<file path="src/rtl/led_shift_pkg.sv">
package led_shift_pkg;
  localparam int PAT_W    = 8;
  localparam int NUM_DISK = 4;

  typedef enum logic [1:0] {
    SYS_OFF  = 2'b00,
    SYS_BLUE = 2'b01,
    SYS_RED  = 2'b10,
    SYS_OFF2 = 2'b11
  } sys_led_t;

  typedef enum logic [1:0] {
    PH_IDLE  = 2'b00,
    PH_SETUP = 2'b01,
    PH_PULSE = 2'b10
  } phase_t;

  // Fixed positions decoded by the board wiring
  localparam int POS_FIXED_LO = 0;
  localparam int POS_FIXED_HI = 7;
  localparam int POS_BLUE     = 2;
  localparam int POS_RED      = 3;
  localparam int POS_DISK [NUM_DISK] = '{1, 6, 5, 4};
endpackage

</file>
<file path="src/rtl/led_pattern_map.sv">
module led_pattern_map
  import led_shift_pkg::*;
(
  input  logic [NUM_DISK-1:0] disk_red,
  input  logic [1:0]          sys_state,
  output logic [PAT_W-1:0]    pattern
);
  logic [PAT_W-1:0] disk_bits;
  logic [PAT_W-1:0] sys_bits;

  for (genvar d = 0; d < NUM_DISK; d++) begin : g_disk
    assign disk_bits[POS_DISK[d]] = ~disk_red[d];
  end
  assign disk_bits[POS_FIXED_LO] = 1'b1;
  assign disk_bits[POS_FIXED_HI] = 1'b1;
  assign disk_bits[POS_BLUE]     = 1'b0;
  assign disk_bits[POS_RED]      = 1'b0;

  always_comb begin
    sys_bits = '0;
    unique case (sys_led_t'(sys_state))
      SYS_BLUE: sys_bits[POS_BLUE] = 1'b1;
      SYS_RED:  sys_bits[POS_RED]  = 1'b1;
      default:  sys_bits = '0;
    endcase
  end

  assign pattern = disk_bits | sys_bits;
endmodule

</file>
<file path="src/rtl/led_phase_timer.sv">
module led_phase_timer #(
  parameter int TW = 8
) (
  input  logic          clk,
  input  logic          rst_n,
  input  logic          clear,
  output logic [TW-1:0] count
);
  always_ff @(posedge clk) begin
    if (!rst_n || clear) count <= '0;
    else                 count <= count + 1'b1;
  end
endmodule

</file>
<file path="src/rtl/led_serializer.sv">
module led_serializer
  import led_shift_pkg::*;
#(
  parameter int SETUP_CYC = 125,
  parameter int HIGH_CYC  = 2
) (
  input  logic             clk,
  input  logic             rst_n,
  input  logic             start,
  input  logic [PAT_W-1:0] pattern,
  output logic             busy,
  output logic             sdata,
  output logic             sclk
);
  localparam int MAXC = (SETUP_CYC > HIGH_CYC) ? SETUP_CYC : HIGH_CYC;
  localparam int TW   = $clog2(MAXC + 1);
  localparam int BW   = $clog2(PAT_W);
  localparam logic [TW-1:0] SETUP_LAST = TW'(SETUP_CYC - 1);
  localparam logic [TW-1:0] HIGH_LAST  = TW'(HIGH_CYC - 1);
  localparam logic [BW-1:0] BIT_LAST   = BW'(PAT_W - 1);

  phase_t           phase;
  logic [PAT_W-1:0] shreg;
  logic [BW-1:0]    bit_idx;
  logic [TW-1:0]    tcount;
  logic             accept;
  logic             setup_done;
  logic             pulse_done;

  assign accept     = start && (phase == PH_IDLE);
  assign setup_done = (phase == PH_SETUP) && (tcount == SETUP_LAST);
  assign pulse_done = (phase == PH_PULSE) && (tcount == HIGH_LAST);
  assign busy       = (phase != PH_IDLE);

  led_phase_timer #(.TW(TW)) u_timer (
    .clk   (clk),
    .rst_n (rst_n),
    .clear (accept || setup_done || pulse_done),
    .count (tcount)
  );

  always_ff @(posedge clk) begin
    if (!rst_n) begin
      phase   <= PH_IDLE;
      shreg   <= '0;
      bit_idx <= '0;
      sdata   <= 1'b0;
      sclk    <= 1'b0;
    end else begin
      unique case (phase)
        PH_IDLE: begin
          if (accept) begin
            shreg   <= pattern;
            sdata   <= pattern[0];
            bit_idx <= '0;
            phase   <= PH_SETUP;
          end
        end
        PH_SETUP: begin
          if (setup_done) begin
            sclk  <= 1'b1;
            phase <= PH_PULSE;
          end
        end
        PH_PULSE: begin
          if (pulse_done) begin
            sclk <= 1'b0;
            if (bit_idx == BIT_LAST) begin
              sdata <= 1'b0;
              phase <= PH_IDLE;
            end else begin
              bit_idx <= bit_idx + 1'b1;
              shreg   <= shreg >> 1;
              sdata   <= shreg[1];
              phase   <= PH_SETUP;
            end
          end
        end
        default: phase <= PH_IDLE;
      endcase
    end
  end

  // Independent count of clock rises for the pulse-count check
  logic       sclk_d;
  logic [4:0] rise_cnt;
  always_ff @(posedge clk) begin
    if (!rst_n) begin
      sclk_d   <= 1'b0;
      rise_cnt <= '0;
    end else begin
      sclk_d <= sclk;
      if (accept)             rise_cnt <= '0;
      else if (sclk && !sclk_d) rise_cnt <= rise_cnt + 1'b1;
    end
  end

  assert_eight_pulses_R4: assert property (@(posedge clk) disable iff (!rst_n)
    $fell(busy) |-> (rise_cnt == 5'(PAT_W)));

  assert_data_steady_high_R5: assert property (@(posedge clk) disable iff (!rst_n)
    (sclk && $past(sclk)) |-> $stable(sdata));

  assert_data_before_rise_R5: assert property (@(posedge clk) disable iff (!rst_n)
    $rose(sclk) |-> $stable(sdata));

  assert_idle_lines_low_R9: assert property (@(posedge clk) disable iff (!rst_n)
    !busy |-> (!sclk && !sdata));
endmodule

</file>
<file path="src/rtl/led_panel_shifter.sv">
module led_panel_shifter
  import led_shift_pkg::*;
#(
  parameter int SETUP_CYC = 125,
  parameter int HIGH_CYC  = 2
) (
  input  logic                clk,
  input  logic                rst_n,
  input  logic [NUM_DISK-1:0] disk_red,
  input  logic [1:0]          sys_state,
  input  logic                upd_valid,
  output logic                upd_ready,
  output logic                busy,
  output logic                led_sdata,
  output logic                led_sclk
);
  logic [PAT_W-1:0] pattern;
  logic             ser_busy;

  led_pattern_map u_map (
    .disk_red  (disk_red),
    .sys_state (sys_state),
    .pattern   (pattern)
  );

  led_serializer #(.SETUP_CYC(SETUP_CYC), .HIGH_CYC(HIGH_CYC)) u_ser (
    .clk     (clk),
    .rst_n   (rst_n),
    .start   (upd_valid),
    .pattern (pattern),
    .busy    (ser_busy),
    .sdata   (led_sdata),
    .sclk    (led_sclk)
  );

  assign busy      = ser_busy;
  assign upd_ready = !ser_busy;

  assert_accept_starts_R7: assert property (@(posedge clk) disable iff (!rst_n)
    (upd_valid && upd_ready) |=> (busy && !led_sclk && (led_sdata == $past(pattern[0]))));

  assert_no_restart_R8: assert property (@(posedge clk) disable iff (!rst_n)
    (busy && $past(busy) && !$past(upd_ready)) |-> !upd_ready);
endmodule

</file>
<file path="config.mk">
export PLATFORM = sky130hd
export DESIGN_NAME = led_panel_shifter
export DESIGN_NICKNAME = d
export VERILOG_FILES = /design/src/rtl/led_shift_pkg.sv /design/src/rtl/led_pattern_map.sv /design/src/rtl/led_phase_timer.sv /design/src/rtl/led_serializer.sv /design/src/rtl/led_panel_shifter.sv
export SDC_FILE = /design/constraint.sdc
export NUM_CORES = 1
export LEC_CHECK = 0
export CAP_MARGIN = 20
export CORE_MARGIN = 5
export CORE_UTILIZATION = 40
export CTS_CLUSTER_DIAMETER = 30
export DETAILED_ROUTE_END_ITERATION = 6
export PLACE_DENSITY = 0.65
export REMOVE_ABC_BUFFERS = 1
export SKIP_LAST_GASP = 1
export SYNTH_ARGS = -nofsm -noshare
export SYNTH_HDL_FRONTEND = slang
export SYNTH_SLANG_ARGS = --single-unit
</file>
<file path="constraint.sdc">
create_clock -name clk -period 1.4 [get_ports clk]
set_input_delay 0.35 -clock clk [delete_from_list [all_inputs] [get_ports clk]]
set_output_delay 0.35 -clock clk [all_outputs]
set_load 0.005 [all_outputs]
</file>
==> flow_summary.toml, run 1 <==
[timing]
fin_crit_ns = 1.51
finalHoldViolCount = 0
clock.fmax_mhz = 660
min_period_over_period = 1.08
worst_pin_slew_ns = 0.326
worst_slack_ns = -0.115
setup_viol = 13
rsz0062_at_grt = "true"
skew_ns = 0.00806
hold_ws_ns = 0.471
drv_slew = 0
slew_headroom = 0.781

[synthesis]
synth.most_common_cell = "dfxtp_1"
synth_flop_cell = "dfxtp_1"
yosysSeqAreaShare = 0.403
synthTopCellsByCount = "21 x dfxtp_1, 15 x nand2_1, 10 x nor2_1, 7 x inv_1, 5 x ha_1"
synth-seq-cells = 21
yosysTopAreaCellShare = 0.403
syn_avg_cell_area_um2 = 9.40
synth_edf_count = 0
synth.distinct_cells = 37
synth_warnings = 0
yosysTopAreaCell = "dfxtp_1"
synthCells = 111
syn-cell-area_um2 = 1040
async_flop_share = 0
synthTopCellsByArea = "dfxtp_1 40%, ha_1 6.0%, nand2_1 5.4%, mux2i_1 3.8%, nor2_1 3.6%"

[grt]
grt-ovfl-total = 0
grt_pass1_wl_mm = 3.93
grtUsageMet1 = 0.157
grt_pass1_vias = 933
grt_max_degree = 13
met2_usage = 0.257
antenna_found_initial = 0
met3_usage = 0.0524
grt_busiest_layer = "met2"
grtUsageTotal = 0.145

[floorplan]
die_w_um = 61.1
die-area_um2 = 3730
fp.dieH_um = 61.1
start_util = 0.421
ios = 13
rows = 18
core-area_um2 = 2480

[clocking]
numCtsBuffers = 3
cts_tree = "done"
clk_pin_slew_ns = 0.12
root_buffer = "clkbuf_4"
htreeDepth = 1
clk_latency_ns = 0.31
hold_buffers = 0
cts.sinks = 21
cts_buffer_depth = 2

[drt]
first_pass_iters = 4
ant_nets = 0
routed_via_density = 5.07
avgRoutedWirePerCell_um = 12.7
first_iter_violations = 13
drc_errors = 0
vias = 917
wirelength_mm = 2.30

[placement]
gp_congestion = 0.724
pre_cts_ws_ns = -0.270
place_hpwl_mm = 1.73
port_buffers = 12
place_area_um2 = 1350

[critical_path]
critPathCaptureType = "register"
crit_arrival_ns = 1.73
start_kind = "register"
cp_slowest_cell = "dfxtp_2"
rrSetupSlack_ns = -0.11
crit_fanout = 5
max_stage_delay_ns = 0.36
path_class = "register to register"
critPathRequiredTime_ns = 1.61
path_cells = "inv_2, ha_4, and3b_2, a31o_4, and2_4, o211a_1"

[power]
total_power_uw = 1120
power_density_nw_per_um2 = 767
max-vdd-ir-drop_v = 0.000481
p_leak_uw = 0.000657

[flow_run]
maxCapViolations = 0

[final_layout]
syn_to_final_growth_pct = 40.0
fin_area_um2 = 1460
final_util = 0.590
nets = 166
drive_gt1_frac = 0.404
n_antenna_cell = 0

[min_path]
hold_path.class = "register to register"

[run_status]
status = "finished, violations left"
violations = "setup timing"
## power by group
group / leakage (uW) / switching [uW] / internal (uW) / total, uW
clock network: 0.0000177 / 193 / 107 / 299
logic: 0.000463 / 81.3 / 102 / 183
registers: 0.000176 / 16.5 / 622 / 639
total: 0.000657 / 290 / 831 / 1120
## cell usage in the layout (no fill, tap or decap), drive strengths merged, types with 2 or more instances in the layout
master          n
xor2            2
nand4           2
and2            2
buf            27
nand3b          2
o211a           3
nor2           10
nand2b          2
clkbuf          5
o211ai          4
dlygate4sd2     2
inv             7
xnor2           3
nor2b           2
nand3           4
mux2i           4
nand2          16
and4            2
ha              5
dfxtp          21
a32o            2
clkdlybuf4s50   8
and3b           2
## worst max-delay path, delay by kind of cell (launching register included)
kind            cells  cell delay, ns
simple gates        2            0.41
flops               1            0.36
compound gates      2            0.44
buf+inv             1            0.05
fa+ha+maj           1            0.15
## path summary, 6_finish.rpt
kind                                                   startpoint                          end  cells after the start
worst max-delay path            u_ser.u_timer.count[1]$_SDFF_PP0_  u_ser.shreg[3]$_SDFFE_PN0P_                      6
worst min-delay path                  u_ser.shreg[6]$_SDFFE_PN0P_  u_ser.shreg[6]$_SDFFE_PN0P_                      2
worst max register to register  u_ser.u_timer.count[1]$_SDFF_PP0_  u_ser.shreg[3]$_SDFFE_PN0P_                      6
worst min register to register        u_ser.shreg[6]$_SDFFE_PN0P_  u_ser.shreg[6]$_SDFFE_PN0P_                      2
## cell families (layout without fill, tap and decap cells)
family,count (synthesis),count (layout),synth area share
AO/OA/AOI/OAI,20,20,0.169
adder cells (fa/ha/maj),5,5,0.0600
buffers and inverters,10,50,0.0384
flip-flops,21,21,0.403
multiplexers,4,4,0.0384
XOR/XNOR,5,5,0.0420
AND/OR/NAND/NOR,46,46,0.249
## cell type report
| class | count | area (um^2) |
|---|---|---|
| clock inverters | 1 | 5.00 |
| inverters | 7 | 26.3 |
| repair buffers | 39 | 310 |
| clock buffers | 3 | 22.5 |
| well taps | 30 | 37.5 |
| multi-input cells | 80 | 624 |
| fillers | 228 | 1020 |
| flip-flops and latches | 21 | 435 |
## flip-flops by register name (all words and copies together), names as in the netlist
register / cells
u_ser.shreg: 7
u_ser.u_timer.count: 7
u_ser.bit_idx: 3
u_ser.phase: 2
u_ser.sclk: 1
u_ser.sdata: 1
## routing by layer
layer | wire (um) | part of all wire
met5 | 0 | 0
met4 | 48 | 0.021
met3 | 106 | 0.046
met2 | 1160 | 0.50
met1 | 983 | 0.43
## repair_timing
item	in CTS	in global routing
endpoints found under the hold margin	0	0
gates resized for setup	26	7
endpoints found under the setup margin	25	23
setup buffers	3	2
pin swaps	4	3
## per-stage QoR
stage | setup TNS (ns) | instances
2_1_floorplan | -0.149 | 108
3_3_place_gp | -3.93 | 172
3_5_place_dp | -4.10 | 172
4_1_cts | -0.810 | 179
5_1_grt | -2.42 | 181
6_report | -0.930 | 181
Note: power is estimated with default switching activity, not from simulation.
==> run 2: changes to the inputs <==
--- a/config.mk
+++ b/config.mk
@@ -6,12 +6,12 @@
 export NUM_CORES = 1
 export LEC_CHECK = 0
 export CAP_MARGIN = 20
-export CORE_MARGIN = 5
+export CORE_MARGIN = 3
 export CORE_UTILIZATION = 40
+export CTS_BUF_LIST = sky130_fd_sc_hd__clkbuf_8
 export CTS_CLUSTER_DIAMETER = 30
 export DETAILED_ROUTE_END_ITERATION = 6
 export PLACE_DENSITY = 0.65
-export REMOVE_ABC_BUFFERS = 1
 export SKIP_LAST_GASP = 1
 export SYNTH_ARGS = -nofsm -noshare
 export SYNTH_HDL_FRONTEND = slang
==> run 2 against run 1 <==
The flow still finishes with violations (setup timing). Clock power rose by 33%. Die area fell by 13%. Highest routed layer unchanged. Sequential power fell by 0.8%. Non-clock buffer count rose by 3. Wire length rose by 2.7%. Design area rose by 4.8%. Register-to-register slack improved by 0.03 ns.
==> flow_summary.toml, run 2 (synthesized netlist as in run 1, its figures left out) <==
[run_status]
status = "finished, violations left"
violations = "setup timing"

[drt]
avgRoutedWirePerCell_um = 13.0
wirelength_mm = 2.36
routed_via_density = 5.15
drc_errors = 0
ant_nets = 0
vias = 937
first_iter_violations = 24
first_pass_iters = 4

[power]
p_seq_frac = 0.513
p_int_uw = 931
switchingPower_uw = 305
p_leak_uw = 0.000687
power_density_nw_per_um2 = 807
clkPwrFrac = 0.323
combPwrFrac = 0.164
netSwitchingFraction = 0.247
max-vdd-ir-drop_v = 0.000628

[timing]
worst_slack_ns = -0.0827
slew_headroom = 0.784
worst_pin_slew_ns = 0.321
setup_viol = 4
skew_ns = 0.00674
fin_crit_ns = 1.48
finalHoldViolCount = 0
rsz0062_at_grt = "true"
drv_slew = 0
clock.fmax_mhz = 674
min_period_over_period = 1.06

[clocking]
clk_latency_ns = 0.26
cts_tree = "done"
hold_buffers = 0
numCtsBuffers = 3
root_buffer = "clkbuf_8"
clk_pin_slew_ns = 0.08
cts.sinks = 21
htreeDepth = 1
cts_buffer_depth = 2

[final_layout]
syn_to_final_growth_pct = 46.8
n_antenna_cell = 0
ff_latch_area_um2 = 434
final_util = 0.655
nets = 169
fin_area_um2 = 1530
layout_commonest_cell = "buf_4"
largestRegisters = "u_ser.shreg: 7 flops, u_ser.u_timer.count: 7 flops, u_ser.bit_idx: 3 flops"
num-fill-cells = 206
final_cell_mix = "29 x buf_4, 15 x nand2_1, 14 x dfxtp_1, 8 x clkdlybuf4s50_1, 7 x nor2_2"
drive_gt1_frac = 0.429
multi_input_area_um2 = 642

[floorplan]
rows = 17
die-area_um2 = 3260
start_util = 0.446
core-area_um2 = 2340
die_w_um = 57.1
fp.dieH_um = 57.1
ios = 13

[critical_path]
critPathCaptureType = "register"
crit_fanout = 5
start_kind = "register"
path_class = "register to register"
crit_arrival_ns = 1.65
ff2ff_path_depth = 6
rrSetupSlack_ns = -0.08
reg2reg_to = "u_ser.shreg[3]$_SDFFE_PN0P_"
timing.rr.start = "u_ser.u_timer.count[1]$_SDFF_PP0_"
critPathRequiredTime_ns = 1.56

[grt]
grt_pass1_vias = 901
grt_max_degree = 13
antenna_found_initial = 0
grt_pass1_wl_mm = 3.82
grtUsageTotal = 0.151
grt-ovfl-total = 0

[min_path]
min_from = "u_ser.shreg[7]$_SDFFE_PN0P_"
hold_path.class = "register to register"
hold_end = "u_ser.shreg[7]$_SDFFE_PN0P_"
min_path_cells = 2

[placement]
place_area_um2 = 1350
place_hpwl_mm = 1.75
port_buffers = 12
gp_congestion = 0.836

[synthesis]
synth_nets = 125

[flow_run]
maxCapViolations = 0
==> run 2: changes by cell type in the layout (fill, tap and decap cells not counted), sizes merged <==
cell          previous run  this run
dlygate4sd2              2         3
clkbuf                   5         3
dlymetal6s2s             0         1
buf                     27        30
==> run 2: how the worst max path moves through the flow <==
stage	start	endpoint	slack (ns)	cells past startpoint
finish	u_ser.u_timer.count[1]$_SDFF_PP0_	u_ser.shreg[3]$_SDFFE_PN0P_	-0.08	6
global route	u_ser.u_timer.count[1]$_SDFF_PP0_	u_ser.shreg[2]$_SDFFE_PN0P_	-0.14	6
CTS	u_ser.phase[0]$_SDFFE_PN0P_	upd_ready	-0.18	2
detailed placement	upd_valid	u_ser.bit_idx[1]$_SDFFE_PN0P_	-0.29	5
global placement	upd_valid	u_ser.shreg[2]$_SDFFE_PN0P_	-0.26	5
floorplan	u_ser.u_timer.count[1]$_SDFF_PP0_	u_ser.shreg[2]$_SDFFE_PN0P_	0.009	6
==> run 2: critical path, stage by stage (launching register included) <==
cell and delay, ns:
dfxtp_2 0.34, inv_2 0.05, ha_4 0.15, and3b_2 0.22, a31o_4 0.24, and2_4 0.18
o211a_1 0.20
==> run 2: layout make-up <==
type,count,area share
clock buffers,3,0.0270
flip-flops and latches,21,0.283
well taps,28,0.0229
clock inverters,1,0.00327
repair buffers,42,0.227
multi-input cells,80,0.419
inverters,7,0.0172
==> run 2: stage by stage <==
step           hold slack, ns  setup WS (ns)  setup TNS (ns)  power, uW  cells
3_3_place_gp            0.449         -0.261           -4.16        824    169
4_1_cts                 0.466         -0.182          -0.395       1240    180
5_1_grt                 0.494         -0.143           -1.28       1310    182
2_1_floorplan           0.436        0.00912               0        739    111
6_report                0.463        -0.0827          -0.220       1240    182
3_5_place_dp            0.455         -0.288           -4.35        828    169
==> run 2: per-layer routing <==
metal	wire, um	GRT usage	vias to the layer above
met5	0	0	-
met4	98	0.123	0
met3	86	0.0249	9
met2	1160	0.240	21
met1	1020	0.179	425
li1	-	-	482
==> run 2: what timing repair did <==
item,4_1_cts,5_1_grt
buffers inserted,7,2
hold endpoints to repair,0,0
pin swaps,5,4
gates resized for setup,17,14
endpoints found under the setup margin,18,23
==> run 2: power groups by stage <==
stage          registers (uW)  logic [uW]  clock network [uW]
2_1_floorplan             651        88.0                   0
3_3_place_gp              649         174                   0
3_5_place_dp              650         178                   0
4_1_cts                   634         191                 411
5_1_grt                   637         225                 444
6_report                  634         203                 399
